`src/rtl/pred_pkg.sv`:
```
package pred_pkg;
    localparam int unsigned PRED_COUNT_DEFAULT = 64;
    localparam int unsigned SLOT_COUNT_DEFAULT = 3;

    function automatic int unsigned idx_width(input int unsigned n);
        return (n > 1) ? $clog2(n) : 1;
    endfunction
endpackage

```
`src/rtl/pred_cmp_update.sv`:
```
module pred_cmp_update #(
    parameter int unsigned NUM_PREDS = pred_pkg::PRED_COUNT_DEFAULT,
    localparam int unsigned IDX_W = pred_pkg::idx_width(NUM_PREDS)
) (
    input  logic [NUM_PREDS-1:0] cur,
    input  logic                 cmp_valid,
    input  logic [IDX_W-1:0]     cmp_dst_a,
    input  logic [IDX_W-1:0]     cmp_dst_b,
    input  logic                 cmp_equal,
    output logic [NUM_PREDS-1:0] nxt
);
    // Index 0 is a constant true guard; every other bit follows the compare.
    assign nxt[0] = 1'b1;

    for (genvar i = 1; i < NUM_PREDS; i++) begin : g_bit
        always_comb begin
            nxt[i] = cur[i];
            if (cmp_valid) begin
                if (cmp_dst_a == IDX_W'(i)) begin
                    nxt[i] = cmp_equal;
                end else if (cmp_dst_b == IDX_W'(i)) begin
                    nxt[i] = ~cmp_equal;
                end
            end
        end
    end
endmodule

```
`src/rtl/pred_read_port.sv`:
```
module pred_read_port #(
    parameter int unsigned NUM_PREDS = pred_pkg::PRED_COUNT_DEFAULT,
    localparam int unsigned IDX_W = pred_pkg::idx_width(NUM_PREDS)
) (
    input  logic [NUM_PREDS-1:0] preds,
    input  logic [IDX_W-1:0]     idx,
    input  logic                 valid,
    output logic                 enable
);
    logic sel_bit;

    always_comb begin
        sel_bit = 1'b0;
        if (32'(idx) < NUM_PREDS) begin
            sel_bit = preds[idx];
        end
        enable = valid & sel_bit;
    end
endmodule

```
`src/rtl/pred_regfile.sv`:
```
module pred_regfile #(
    parameter int unsigned NUM_PREDS = pred_pkg::PRED_COUNT_DEFAULT,
    parameter int unsigned NUM_SLOTS = pred_pkg::SLOT_COUNT_DEFAULT,
    localparam int unsigned IDX_W = pred_pkg::idx_width(NUM_PREDS)
) (
    input  logic                       clk,
    input  logic                       rst_n,
    input  logic                       cmp_valid,
    input  logic [IDX_W-1:0]           cmp_dst_a,
    input  logic [IDX_W-1:0]           cmp_dst_b,
    input  logic                       cmp_equal,
    input  logic [NUM_SLOTS-1:0]       slot_valid,
    input  logic [NUM_SLOTS*IDX_W-1:0] qual_idx,
    output logic [NUM_SLOTS-1:0]       commit_en
);
    typedef struct packed {
        logic [NUM_PREDS-1:0] pred;
    } state_t;

    localparam logic [NUM_PREDS-1:0] RESET_PREDS = NUM_PREDS'(1);

    state_t state_d, state_q;
    logic [NUM_PREDS-1:0] upd_nxt;
    logic [NUM_PREDS-1:0] pred_q;

    assign pred_q = state_q.pred;

    pred_cmp_update #(.NUM_PREDS(NUM_PREDS)) u_update (
        .cur       (state_q.pred),
        .cmp_valid (cmp_valid),
        .cmp_dst_a (cmp_dst_a),
        .cmp_dst_b (cmp_dst_b),
        .cmp_equal (cmp_equal),
        .nxt       (upd_nxt)
    );

    // Reads use the registered bank, so a write lands one cycle later.
    for (genvar s = 0; s < NUM_SLOTS; s++) begin : g_slot
        pred_read_port #(.NUM_PREDS(NUM_PREDS)) u_read (
            .preds  (state_q.pred),
            .idx    (qual_idx[s*IDX_W +: IDX_W]),
            .valid  (slot_valid[s]),
            .enable (commit_en[s])
        );
    end

    always_comb begin
        state_d = state_q;
        state_d.pred = upd_nxt;
    end

    always_ff @(posedge clk) begin
        if (!rst_n) begin
            state_q.pred <= RESET_PREDS;
        end else begin
            state_q <= state_d;
        end
    end
endmodule

```
`config.mk`:
```
export PLATFORM = sky130hd
export DESIGN_NAME = pred_regfile
export DESIGN_NICKNAME = d
export VERILOG_FILES = /design/src/rtl/pred_pkg.sv /design/src/rtl/pred_cmp_update.sv /design/src/rtl/pred_read_port.sv /design/src/rtl/pred_regfile.sv
export SDC_FILE = /design/constraint.sdc
export NUM_CORES = 1
export LEC_CHECK = 0
export BUFFER_PORTS_ARGS = -buffer_cell sky130_fd_sc_hd__clkbuf_2
export CORE_MARGIN = 5
export CORE_UTILIZATION = 50
export DETAILED_ROUTE_END_ITERATION = 8
export PLACE_DENSITY = 0.75
export RECOVER_POWER = 50
export SLEW_MARGIN = 20
export SYNTH_ARGS = -nofsm -noshare
export SYNTH_HDL_FRONTEND = slang
export SYNTH_HIERARCHICAL = 1
export SYNTH_SLANG_ARGS = --single-unit
```
`constraint.sdc`:
```
create_clock -name clk -period 1.55 [get_ports clk]
set_input_delay 0.155 -clock clk [delete_from_list [all_inputs] [get_ports clk]]
set_output_delay 0.155 -clock clk [all_outputs]
set_load 0.01 [all_outputs]
```
Word-level counts from Yosys, hierarchy flattened
Index checks and enable logic that the tools add are counted.
{"block": "classes", "eq_ne": 126, "n_reduce_logical": 126, "n_mux": 132, "magnitude_cmp": 3, "bitwise": 4}
{"op": "$eq A6 B6 Y1 const B", "count": 64}
{"op": "$eq A6 B5 Y1 const B", "count": 32}
{"op": "$mux W1", "count": 129}
{"op": "$reduce_and A2 Y1", "count": 63}
{"op": "$reduce_bool A2 Y1", "count": 63}
{"op": "$eq A6 B4 Y1 const B", "count": 16}
{"op": "$eq A6 B3 Y1 const B", "count": 8}
{"op": "$eq A6 B2 Y1 const B", "count": 4}
{"op": "$lt A6 B7 Y1 const B", "count": 3}
{"op": "$bmux W1 S6", "count": 3}
{"op": "$eq A6 B1 Y1 const B", "count": 2}
{"op": "$and A1 B1 Y1", "count": 3}
{"op": "$not A1 Y1", "count": 1}
{"block": "totals", "output_inout_bits": 3, "input_bits": 37, "reg_bits": 64, "word_cells": 455}

Depth between registers and ports, before layout
Gate-level depths: netlist of the first run.
{"block": "logic_depth", "word_depth": 3, "ltp_mapped": 7, "ltp_nobuf": 4}

By module
Netlist of the first run, hierarchy kept.
{"mod": "pred_cmp_update", "cells_per_inst": 468, "seq_area_each_um2": 0.0, "area_per_inst_um2": 3113.0, "instances": 1}
{"mod": "pred_read_port", "cells_per_inst": 43, "seq_area_each_um2": 0.0, "area_per_inst_um2": 614.3, "instances": 3}
{"mod": "pred_regfile", "cells_per_inst": 134, "seq_area_each_um2": 1281.2, "area_per_inst_um2": 1791.7, "instances": 1}

Worst setup path after synthesis of the first run
No wires, ideal clock.
{"block": "synth_path", "path_kind": "input to output", "start": "input qual_idx[1]", "end": "output commit_en[0]", "stages": 5, "path_slack_ns": -0.086, "n_path_buf": 1, "arrival_time_ns": 1.481, "required_time_ns": 1.395, "path_cell_list": "buf_6 -> mux4_1 -> mux4_1 -> nor2_1 -> o32ai_1"}
{"block": "synth_via", "elab_chain_cells": 3}
{"item": "start: declaration", "line": "pred_regfile.sv:13", "source": "input logic [NUM_SLOTS*IDX_W-1:0] qual_idx,"}
{"item": "$bmux W1 S6", "line": "pred_read_port.sv:15", "source": "sel_bit = preds[idx];"}
{"item": "$mux W1 (implied by the code)", "line": "pred_read_port.sv:15"}
{"item": "$and A1 B1 Y1", "line": "pred_read_port.sv:17", "source": "enable = valid & sel_bit;"}
{"item": "end: declaration", "line": "pred_regfile.sv:14", "source": "output logic [NUM_SLOTS-1:0] commit_en"}
Every way passes these cells. The select of a mux whose other input is x is not followed.

Worst setup path after layout of the first run
{"block": "layout_path", "start": "register state_q (netlist bit pred_q[6])", "end": "output commit_en[0]"}
{"block": "layout_via", "elab_chain_cells": 3}
{"item": "start: declaration", "line": "pred_regfile.sv:22", "source": "state_t state_d, state_q;"}
{"item": "start signal: assignment", "line": "pred_regfile.sv:56", "source": "state_q <= state_d;"}
{"item": "$bmux W1 S6", "line": "pred_read_port.sv:15"}
{"item": "$mux W1 (implied by the code)", "line": "pred_read_port.sv:15"}
{"item": "$and A1 B1 Y1", "line": "pred_read_port.sv:17"}
Every way passes these cells. The select of a mux whose other input is x is not followed.

==> flow_metrics.tcl, run 1 <==
set metrics [dict create \
    outcome "finished with violations" \
    violations "negative setup slack" \
    max_slew.worst_pin.slew_ns 0.611 \
    core_area_sq_um 13200 \
    wirelength_um 25200 \
    gr-total-overflow 0 \
    hpwl_um 17300 \
    routedWlPerCell_um 24.8 \
    rows 42 \
    multi_input_area_sq_um 4980 \
    avgSynthCellArea_sq_um 9.23 \
    slew_violations 0 \
    synth_nets 768 \
    first_iter_violations 1201 \
    antenna_cells 0 \
    grt_pass1_vias 7102 \
    remaining_drc_errors 0 \
    power_mw 5.63 \
    worstPathArrival_ns 2.02 \
    port_buffers 39 \
    ctsHoldBuffers 0 \
    cts_setup_buffers 0 \
    synthToLayoutAreaGrowth_pct 23.8 \
    cp_max_fo 5 \
    drtAntennaViolNets 0 \
    synth.distinct_cells 50 \
    die_h_um 126 \
    p_leak_nw 3.09 \
    drive_gt1_frac 0.410 \
    ios 40 \
    post_drt_via_cell_ratio 7.16 \
    vias 7270 \
    dp.cells 1000 \
    rsz0062_at_grt "yes" \
    clk_latency_ns 0.33 \
    cts_tree "done" \
    synth.yosys.seq_area_share 0.190 \
    min_period_ns 2.18 \
    setup_slack_ns -0.625 \
    clock-sinks 64 \
    cp.required_ns 1.39 \
    syn_inst 731 \
    clk_root_buffer_cell "clkbuf_16" \
    skew_ns 0 \
    cap_violations 0 \
    fmax_mhz 460 \
    crit_path_end_kind "output port" \
    min_period_over_period 1.40 \
    cts_max_level 3 \
    tns_ns -1.89 \
    syn-cell-area_sq_um 6750 \
    fin_nets 872 \
    worstSetupStartpointType "flop" \
    regArea_sq_um 1310 \
    slew_headroom 0.589 \
    gp_congestion 1.05 \
    clk_pin_slew_worst_paths_ns 0.05 \
    die_area_sq_um 15900 \
    p_per_area_nw_per_um2 673 \
    antenna_found_initial 0 \
    worst-setup-path-type "flop to output port" \
    drt-pass1-iter-count 5 \
    initial_core_util 0.510 \
    finalHoldViolations 0 \
    clockBufferDepth 2 \
    worst_hold_slack_ns 0.405 \
    die_w_um 126 \
    ys_ff_latch 64 \
    grt_max_degree 80 \
    finalSetupViolations 6 \
    hold_path.class "primary input to flop" \
    grt_pass1_wl_um 38800 \
    vdd_ir_drop_max_mv 0.395 \
    numCtsBuffers 9 \
    largest_reg_flops 64 \
    rrSetupSlack_ns 0.30 \
    grtUsageTotal 0.308 \
    yosysWarnings 6 \
    fin_cells 1016 \
    fillers 1106 \
]
==> per-stage QoR <==
stage,setup WS (ns),cell area (sq um),utilization
2_1_floorplan,-0.0419,6790,-
3_3_place_gp,-0.373,8020,0.605
3_5_place_dp,-0.404,8020,0.605
4_1_cts,-0.598,8400,0.634
5_1_grt,-0.659,8360,0.631
6_report,-0.625,8360,0.631
==> path summary, 6_finish.rpt <==
| check | cells after the start | endpoint | startpoint |
|---|---|---|---|
| worst max-delay path | 5 | commit_en[0] | pred_q[6] |
| worst min-delay path | 2 | pred_q[29] | rst_n |
| worst max register to register | 4 | pred_q[20] | pred_q[20] |
| worst min register to register | 3 | pred_q[57] | pred_q[57] |
==> cells in the mapped netlist, drive strengths merged <==
library cell / instances / share of area
nor2b: 8 / 0.0074
clkbuf: 40 / 0.024
o32ai: 3 / 0.0039
and2b: 1 / 0.0011
nand4b: 9 / 0.012
a211oi: 126 / 0.15
buf: 48 / 0.052
or4: 2 / 0.0022
a22oi: 3 / 0.0033
o22ai: 3 / 0.0028
o21ai: 63 / 0.047
a2111oi: 3 / 0.0039
and2: 67 / 0.074
or3b: 2 / 0.0026
nand3b: 4 / 0.0045
nand2: 9 / 0.0050
or4b: 9 / 0.013
nor4b: 8 / 0.018
and4b: 8 / 0.012
nand2b: 3 / 0.0028
mux2: 9 / 0.015
inv: 6 / 0.0033
and4: 2 / 0.0026
and3: 1 / 0.00093
a41o: 3 / 0.0045
nor2: 54 / 0.030
nor3b: 1 / 0.0028
nand4bb: 5 / 0.0083
nand3: 5 / 0.0037
a21oi: 63 / 0.047
nand4: 2 / 0.0019
dfxtp: 64 / 0.19
and4bb: 12 / 0.022
mux4: 51 / 0.19
and3b: 2 / 0.0026
or4bb: 9 / 0.015
conb: 1 / 0.00056
o311ai: 3 / 0.0039
nor3: 16 / 0.012
nor4: 2 / 0.0019
or2b: 1 / 0.0011
==> logic make-up after synthesis <==
logic type / Yosys count / synth area share
multiplexers: 60 / 0.207
other: 1 / 0.000556
buffers and inverters: 94 / 0.0797
AO/OA/AOI/OAI: 270 / 0.264
AND/OR/NAND/NOR: 242 / 0.259
flip-flops: 64 / 0.190
==> repair_timing <==
| action | 4_1_cts | 5_1_grt |
|---|---|---|
| setup endpoints to repair | 3 | 3 |
| pin swaps | 5 | 1 |
| resized for setup | 17 | 5 |
| hold endpoints to repair | 0 | 0 |
| cloned | 0 | 0 |
==> worst max-delay path: stages (launching register included) <==
cell	delay, ns
dfxtp_2	0.36
mux4_1	0.49
mux2_4	0.29
o311ai_4	0.26
o32ai_2	0.12
buf_2	0.16
==> where the power goes <==
part / switching [mW] / internal [mW]
Sequential: 0.106 / 1.72
Combinational: 0.779 / 0.749
Clock: 0.727 / 1.54
==> layout make-up <==
type / instances / area share
Clock inverter: 2 / 0.00719
Inverter: 6 / 0.00270
Timing Repair Buffer: 181 / 0.179
Tap cell: 176 / 0.0264
Clock buffer: 14 / 0.0328
Multi-Input combinational cell: 573 / 0.596
Sequential cell: 64 / 0.156
==> layout by cell type, fill, tap and decap left out, drive strengths merged, types with 9 or more instances in the layout <==
cell	Yosys	final
and4bb	12	12
and2	67	67
or4b	9	9
or4bb	9	9
nand2	9	9
a21oi	63	63
mux2	9	9
dfxtp	64	64
mux4	51	51
a211oi	126	126
buf	48	137
nor2	54	54
nand4b	9	9
clkbuf	40	58
nor3	16	16
o21ai	63	63
==> routing by layer <==
layer / share of wire / track usage / vias to the layer above
li1: - / - / 3126
met1: 0.39 / 0.413 / 3490
met2: 0.44 / 0.474 / 526
met3: 0.11 / 0.0572 / 128
met4: 0.058 / 0.158 / 0
met5: 0 / 0 / -
Power figures use the tool's default switching activity.
==> run 2, diff against run 1 <==
--- a/config.mk
+++ b/config.mk
@@ -11,6 +11,7 @@
 export DETAILED_ROUTE_END_ITERATION = 8
 export PLACE_DENSITY = 0.75
 export RECOVER_POWER = 50
+export REMOVE_ABC_BUFFERS = 1
 export SLEW_MARGIN = 20
 export SYNTH_ARGS = -nofsm -noshare
 export SYNTH_HDL_FRONTEND = slang
==> flow_metrics.tcl, run 2 (synthesized netlist as in run 1, its figures left out) <==
set metrics [dict create \
    slew_headroom 0.576 \
    gr-total-overflow 0 \
    hpwl_um 17900 \
    reg2reg_depth 4 \
    cp.required_ns 1.39 \
    vdd_ir_drop_max_mv 0.448 \
    violations "negative setup slack" \
    min_period_over_period 1.45 \
    cp_max_fo 4 \
    synthToLayoutAreaGrowth_pct 23.3 \
    worstSetupStartpointType "flop" \
    initial_core_util 0.510 \
    die_h_um 126 \
    grtUsageTotal 0.315 \
    r2r_end "pred_q[11]" \
    wirelength_um 25700 \
    worst_path_most_repeated_cell "mux4_2" \
    finalSetupViolations 29 \
    worst_path_largest_cell_delay_ns 0.51 \
    routedWlPerCell_um 25.0 \
    hold_path.class "primary input to flop" \
    cts_tree "done" \
    r2r-start "pred_q[11]" \
    place_area_sq_um 8040 \
    cpMaxStageDelayCell "mux4_2" \
    clock-sinks 64 \
    outcome "finished with violations" \
    critical-path-top-delay-family "multiplexers" \
    slew_violations 0 \
    grt_pass1_vias 7289 \
    worst-setup-path-type "flop to output port" \
    crit_end "commit_en[2]" \
    finalHoldViolations 0 \
    drive_gt1_frac 0.400 \
    remaining_drc_errors 0 \
    min_period_ns 2.24 \
    gp_congestion 1.02 \
    fin_area_sq_um 8320 \
    fillers 1085 \
    drtAntennaViolNets 0 \
    p_leak_nw 3.12 \
    path_buf_inv 1 \
    die_area_sq_um 15900 \
    layout_common_cells "buf_4 (129), a211oi_1 (116), and2_2 (63), a21oi_1 (62), o21ai_0 (60)" \
    antenna_found_initial 0 \
    worstSetupStartpoint "pred_q[39]" \
    layout_commonest_cell "buf_4" \
    final_util 0.628 \
    cap_violations 0 \
    ios 40 \
    fin_nets 883 \
    cts_max_level 3 \
    antenna_cells 0 \
    tns_ns -3.88 \
    max_slew.worst_pin.slew_ns 0.636 \
    rrSetupSlack_ns 0.35 \
    die_w_um 126 \
    clk_pin_slew_worst_paths_ns 0.06 \
    cp_cell_sequence "mux4_2, mux4_2, nor2_1, o32ai_1, buf_2" \
    numCtsBuffers 9 \
    grt_pass1_wl_um 39700 \
    post_drt_via_cell_ratio 7.15 \
    core_area_sq_um 13200 \
    skew_ns 0 \
    fmax_mhz 446 \
    rows 42 \
    first_iter_violations 1252 \
    largest_reg_flops 64 \
    rsz0062_at_grt "yes" \
    crit_path_end_kind "output port" \
    port_buffers 39 \
    clk_root_buffer_cell "clkbuf_16" \
    clk_latency_ns 0.34 \
    grt_max_degree 65 \
    clockBufferDepth 2 \
    vias 7347 \
    setup_slack_ns -0.692 \
    p_per_area_nw_per_um2 656 \
    critical_path_depth 5 \
    worstPathArrival_ns 2.09 \
    drt-pass1-iter-count 6 \
]
[run 2: cell count changes in the layout (fill, tap and decap cells not counted), moves of 3 or more]
cell	change
buf_4	+13
dfxtp_1	+8
o32ai_2	-3
dfxtp_2	-8
o32ai_1	+3
[run 2: per-stage QoR]
stage	total power [mW]	setup WS (ns)	hold slack [ns]	instances
2_1_floorplan	2.48	-0.277	0.291	643
3_3_place_gp	3.26	-0.391	0.695	1011
3_5_place_dp	3.32	-0.447	0.696	1011
4_1_cts	5.40	-0.658	0.473	1027
5_1_grt	5.63	-0.798	0.499	1027
6_report	5.46	-0.692	0.458	1027
[run 2: final cells by class]
cell class / count / area, sq um / area share
well taps: 176 / 220 / 0.0265
inverters: 6 / 22.5 / 0.00271
repair buffers: 192 / 1560 / 0.188
multi-input cells: 573 / 4920 / 0.591
flip-flops and latches: 64 / 1300 / 0.156
clock buffers: 13 / 260 / 0.0313
clock inverters: 3 / 40.0 / 0.00481
[run 2: per-layer routing]
metal,track usage,share of wire,up-vias
li1,-,-,3153
met1,0.409,0.38,3507
met2,0.490,0.44,564
met3,0.0745,0.13,123
met4,0.160,0.048,0
met5,0,0,-
[run 2: tightest hold or removal path, cell delays in order]
cell	delay (ns)
clkbuf_2	0.08
buf_4	0.27
and2_2	0.25
[run 2: how the worst min path moves through the flow]
stage / start / endpoint / slack [ns] / cells past startpoint
2_1_floorplan: rst_n / pred_q[16] / 0.29 / 1
6_report: rst_n / pred_q[39] / 0.46 / 3
3_3_place_gp: slot_valid[2] / commit_en[2] / 0.70 / 4
3_5_place_dp: slot_valid[2] / commit_en[2] / 0.70 / 4
4_1_cts: rst_n / pred_q[36] / 0.47 / 3
5_1_grt: rst_n / pred_q[38] / 0.50 / 3
[run 2: where the power goes]
| group | total (mW) | switching (mW) | internal (mW) |
|---|---|---|---|
| Combinational | 1.54 | 0.778 | 0.757 |
| Sequential | 1.83 | 0.110 | 1.72 |
| Clock | 2.09 | 0.763 | 1.33 |
| Total | 5.46 | 1.65 | 3.81 |
[run 2: repair_timing]
action,CTS,global route
pin swaps,0,2
hold buffers,0,0
cloned,0,0
resized for setup,19,16
buffers inserted,0,0
setup endpoints to repair,3,3
==> run 3, diff against run 2 <==
--- a/config.mk
+++ b/config.mk
@@ -10,7 +10,7 @@
 export CORE_UTILIZATION = 50
 export DETAILED_ROUTE_END_ITERATION = 8
 export PLACE_DENSITY = 0.75
-export RECOVER_POWER = 50
+export RECOVER_POWER = 100
 export REMOVE_ABC_BUFFERS = 1
 export SLEW_MARGIN = 20
 export SYNTH_ARGS = -nofsm -noshare
==> flow_metrics.tcl, run 3 (synthesized netlist as in run 1, its figures left out) <==
set metrics [dict create \
    grt_max_degree 65 \
    cp.required_ns 1.39 \
    post_drt_via_cell_ratio 7.23 \
    power_mw 5.46 \
    port_buffers 39 \
    vias 7423 \
    crit_path_end_kind "output port" \
    cts_tree "done" \
    vdd_ir_drop_max_mv 0.445 \
    die_w_um 126 \
    fmax_mhz 446 \
    rows 42 \
    synthToLayoutAreaGrowth_pct 23.1 \
    drive_gt1_frac 0.398 \
    antenna_cells 0 \
    slew_violations 0 \
    drtAntennaViolNets 0 \
    ctsHoldBuffers 0 \
    numCtsBuffers 9 \
    largest_reg_flops 64 \
    min_period_over_period 1.45 \
    slew_headroom 0.565 \
    grt_pass1_wl_um 39700 \
    worstPathArrival_ns 2.09 \
    worst-setup-path-type "flop to output port" \
    violations "negative setup slack" \
    fin_nets 883 \
    antenna_found_initial 0 \
    p_per_area_nw_per_um2 657 \
    max_slew.worst_pin.slew_ns 0.652 \
    clock-sinks 64 \
    cap_violations 0 \
    fin_cells 1027 \
    grt_pass1_vias 7289 \
    finalSetupViolations 32 \
    cp_max_fo 4 \
    routedWlPerCell_um 25.1 \
    remaining_drc_errors 0 \
    ios 40 \
    finalHoldViolations 0 \
    wirelength_um 25800 \
    hold_path.class "primary input to flop" \
    initial_core_util 0.510 \
    clk_root_buffer_cell "clkbuf_16" \
    gp_congestion 1.02 \
    clk_latency_ns 0.34 \
    die_h_um 126 \
    clk_pin_slew_worst_paths_ns 0.06 \
    p_leak_nw 3.12 \
    clockBufferDepth 2 \
    setup_slack_ns -0.692 \
    first_iter_violations 1210 \
    hpwl_um 17900 \
    grtUsageTotal 0.315 \
    layout_common_cells "buf_4 (125), a211oi_1 (117), and2_2 (63), a21oi_1 (62), o21ai_0 (60)" \
    layout_commonest_cell "buf_4" \
    outcome "finished with violations" \
    skew_ns 0 \
    worstSetupStartpointType "flop" \
    die_area_sq_um 15900 \
    rsz0062_at_grt "yes" \
    dp.cells 1011 \
    cts_max_level 3 \
    drt-pass1-iter-count 7 \
    core_area_sq_um 13200 \
    gr-total-overflow 0 \
    min_period_ns 2.24 \
]
run 3: cell count changes in the layout (fill, tap and decap cells not counted):
cell      previous run  this run
a211oi_1           116       117
a211oi_2            10         9
buf_4              129       125
clkbuf_2            38        40
clkbuf_4             0         2
run 3: critical path: stages (launching register included):
cell	delay (ns)
dfxtp_4	0.37
mux4_2	0.48
mux4_2	0.51
nor2_1	0.12
o32ai_1	0.10
buf_2	0.16
run 3: area by class of cell:
class / instances / area, sq um
multi-input cells: 573 / 4910
flip-flops and latches: 64 / 1300
clock inverters: 3 / 40.0
repair buffers: 192 / 1560
fillers: 1087 / 4930
clock buffers: 13 / 260
well taps: 176 / 220
inverters: 6 / 22.5
run 3: metal layers:
layer | vias up | GRT usage | share of wire
met2 | 589 | 0.490 | 0.44
met4 | 0 | 0.160 | 0.049
li1 | 3158 | - | -
met5 | - | 0 | 0
met1 | 3544 | 0.409 | 0.38
met3 | 132 | 0.0745 | 0.13
run 3: power breakdown:
| part | internal, mW | leakage [nW] | total (mW) | switching [mW] |
|---|---|---|---|---|
| logic | 0.755 | 2.44 | 1.53 | 0.779 |
| clock network | 1.33 | 0.150 | 2.09 | 0.763 |
| registers | 1.72 | 0.527 | 1.83 | 0.110 |
| total | 3.81 | 3.12 | 5.46 | 1.65 |
run 3: what timing repair did:
action	in CTS	in global routing
setup endpoints to repair	3	3
setup buffers	0	0
gates resized for setup	19	16
hold endpoints to repair	0	0
pin swaps	0	2
run 3: final timing paths:
| path | slack [ns] | startpoint | to | cells after the start |
|---|---|---|---|---|
| worst max register to register | 0.35 | pred_q[23] | pred_q[23] | 4 |
| worst min register to register | 0.78 | pred_q[42] | pred_q[42] | 3 |
| worst max-delay path | -0.69 | pred_q[39] | commit_en[2] | 5 |
| worst min-delay path | 0.47 | rst_n | pred_q[39] | 3 |
run 3: stage by stage:
stage	setup WS (ns)	area, sq um	setup TNS (ns)	hold WS (ns)	utilization
finish	-0.692	8310	-3.96	0.465	0.627
global route	-0.798	8310	-5.73	0.499	0.627
CTS	-0.658	8320	-1.94	0.473	0.628
detailed placement	-0.447	8040	-3.78	0.696	0.607
global placement	-0.391	8040	-2.12	0.695	0.607
floorplan	-0.277	6230	-15.90	0.291	-
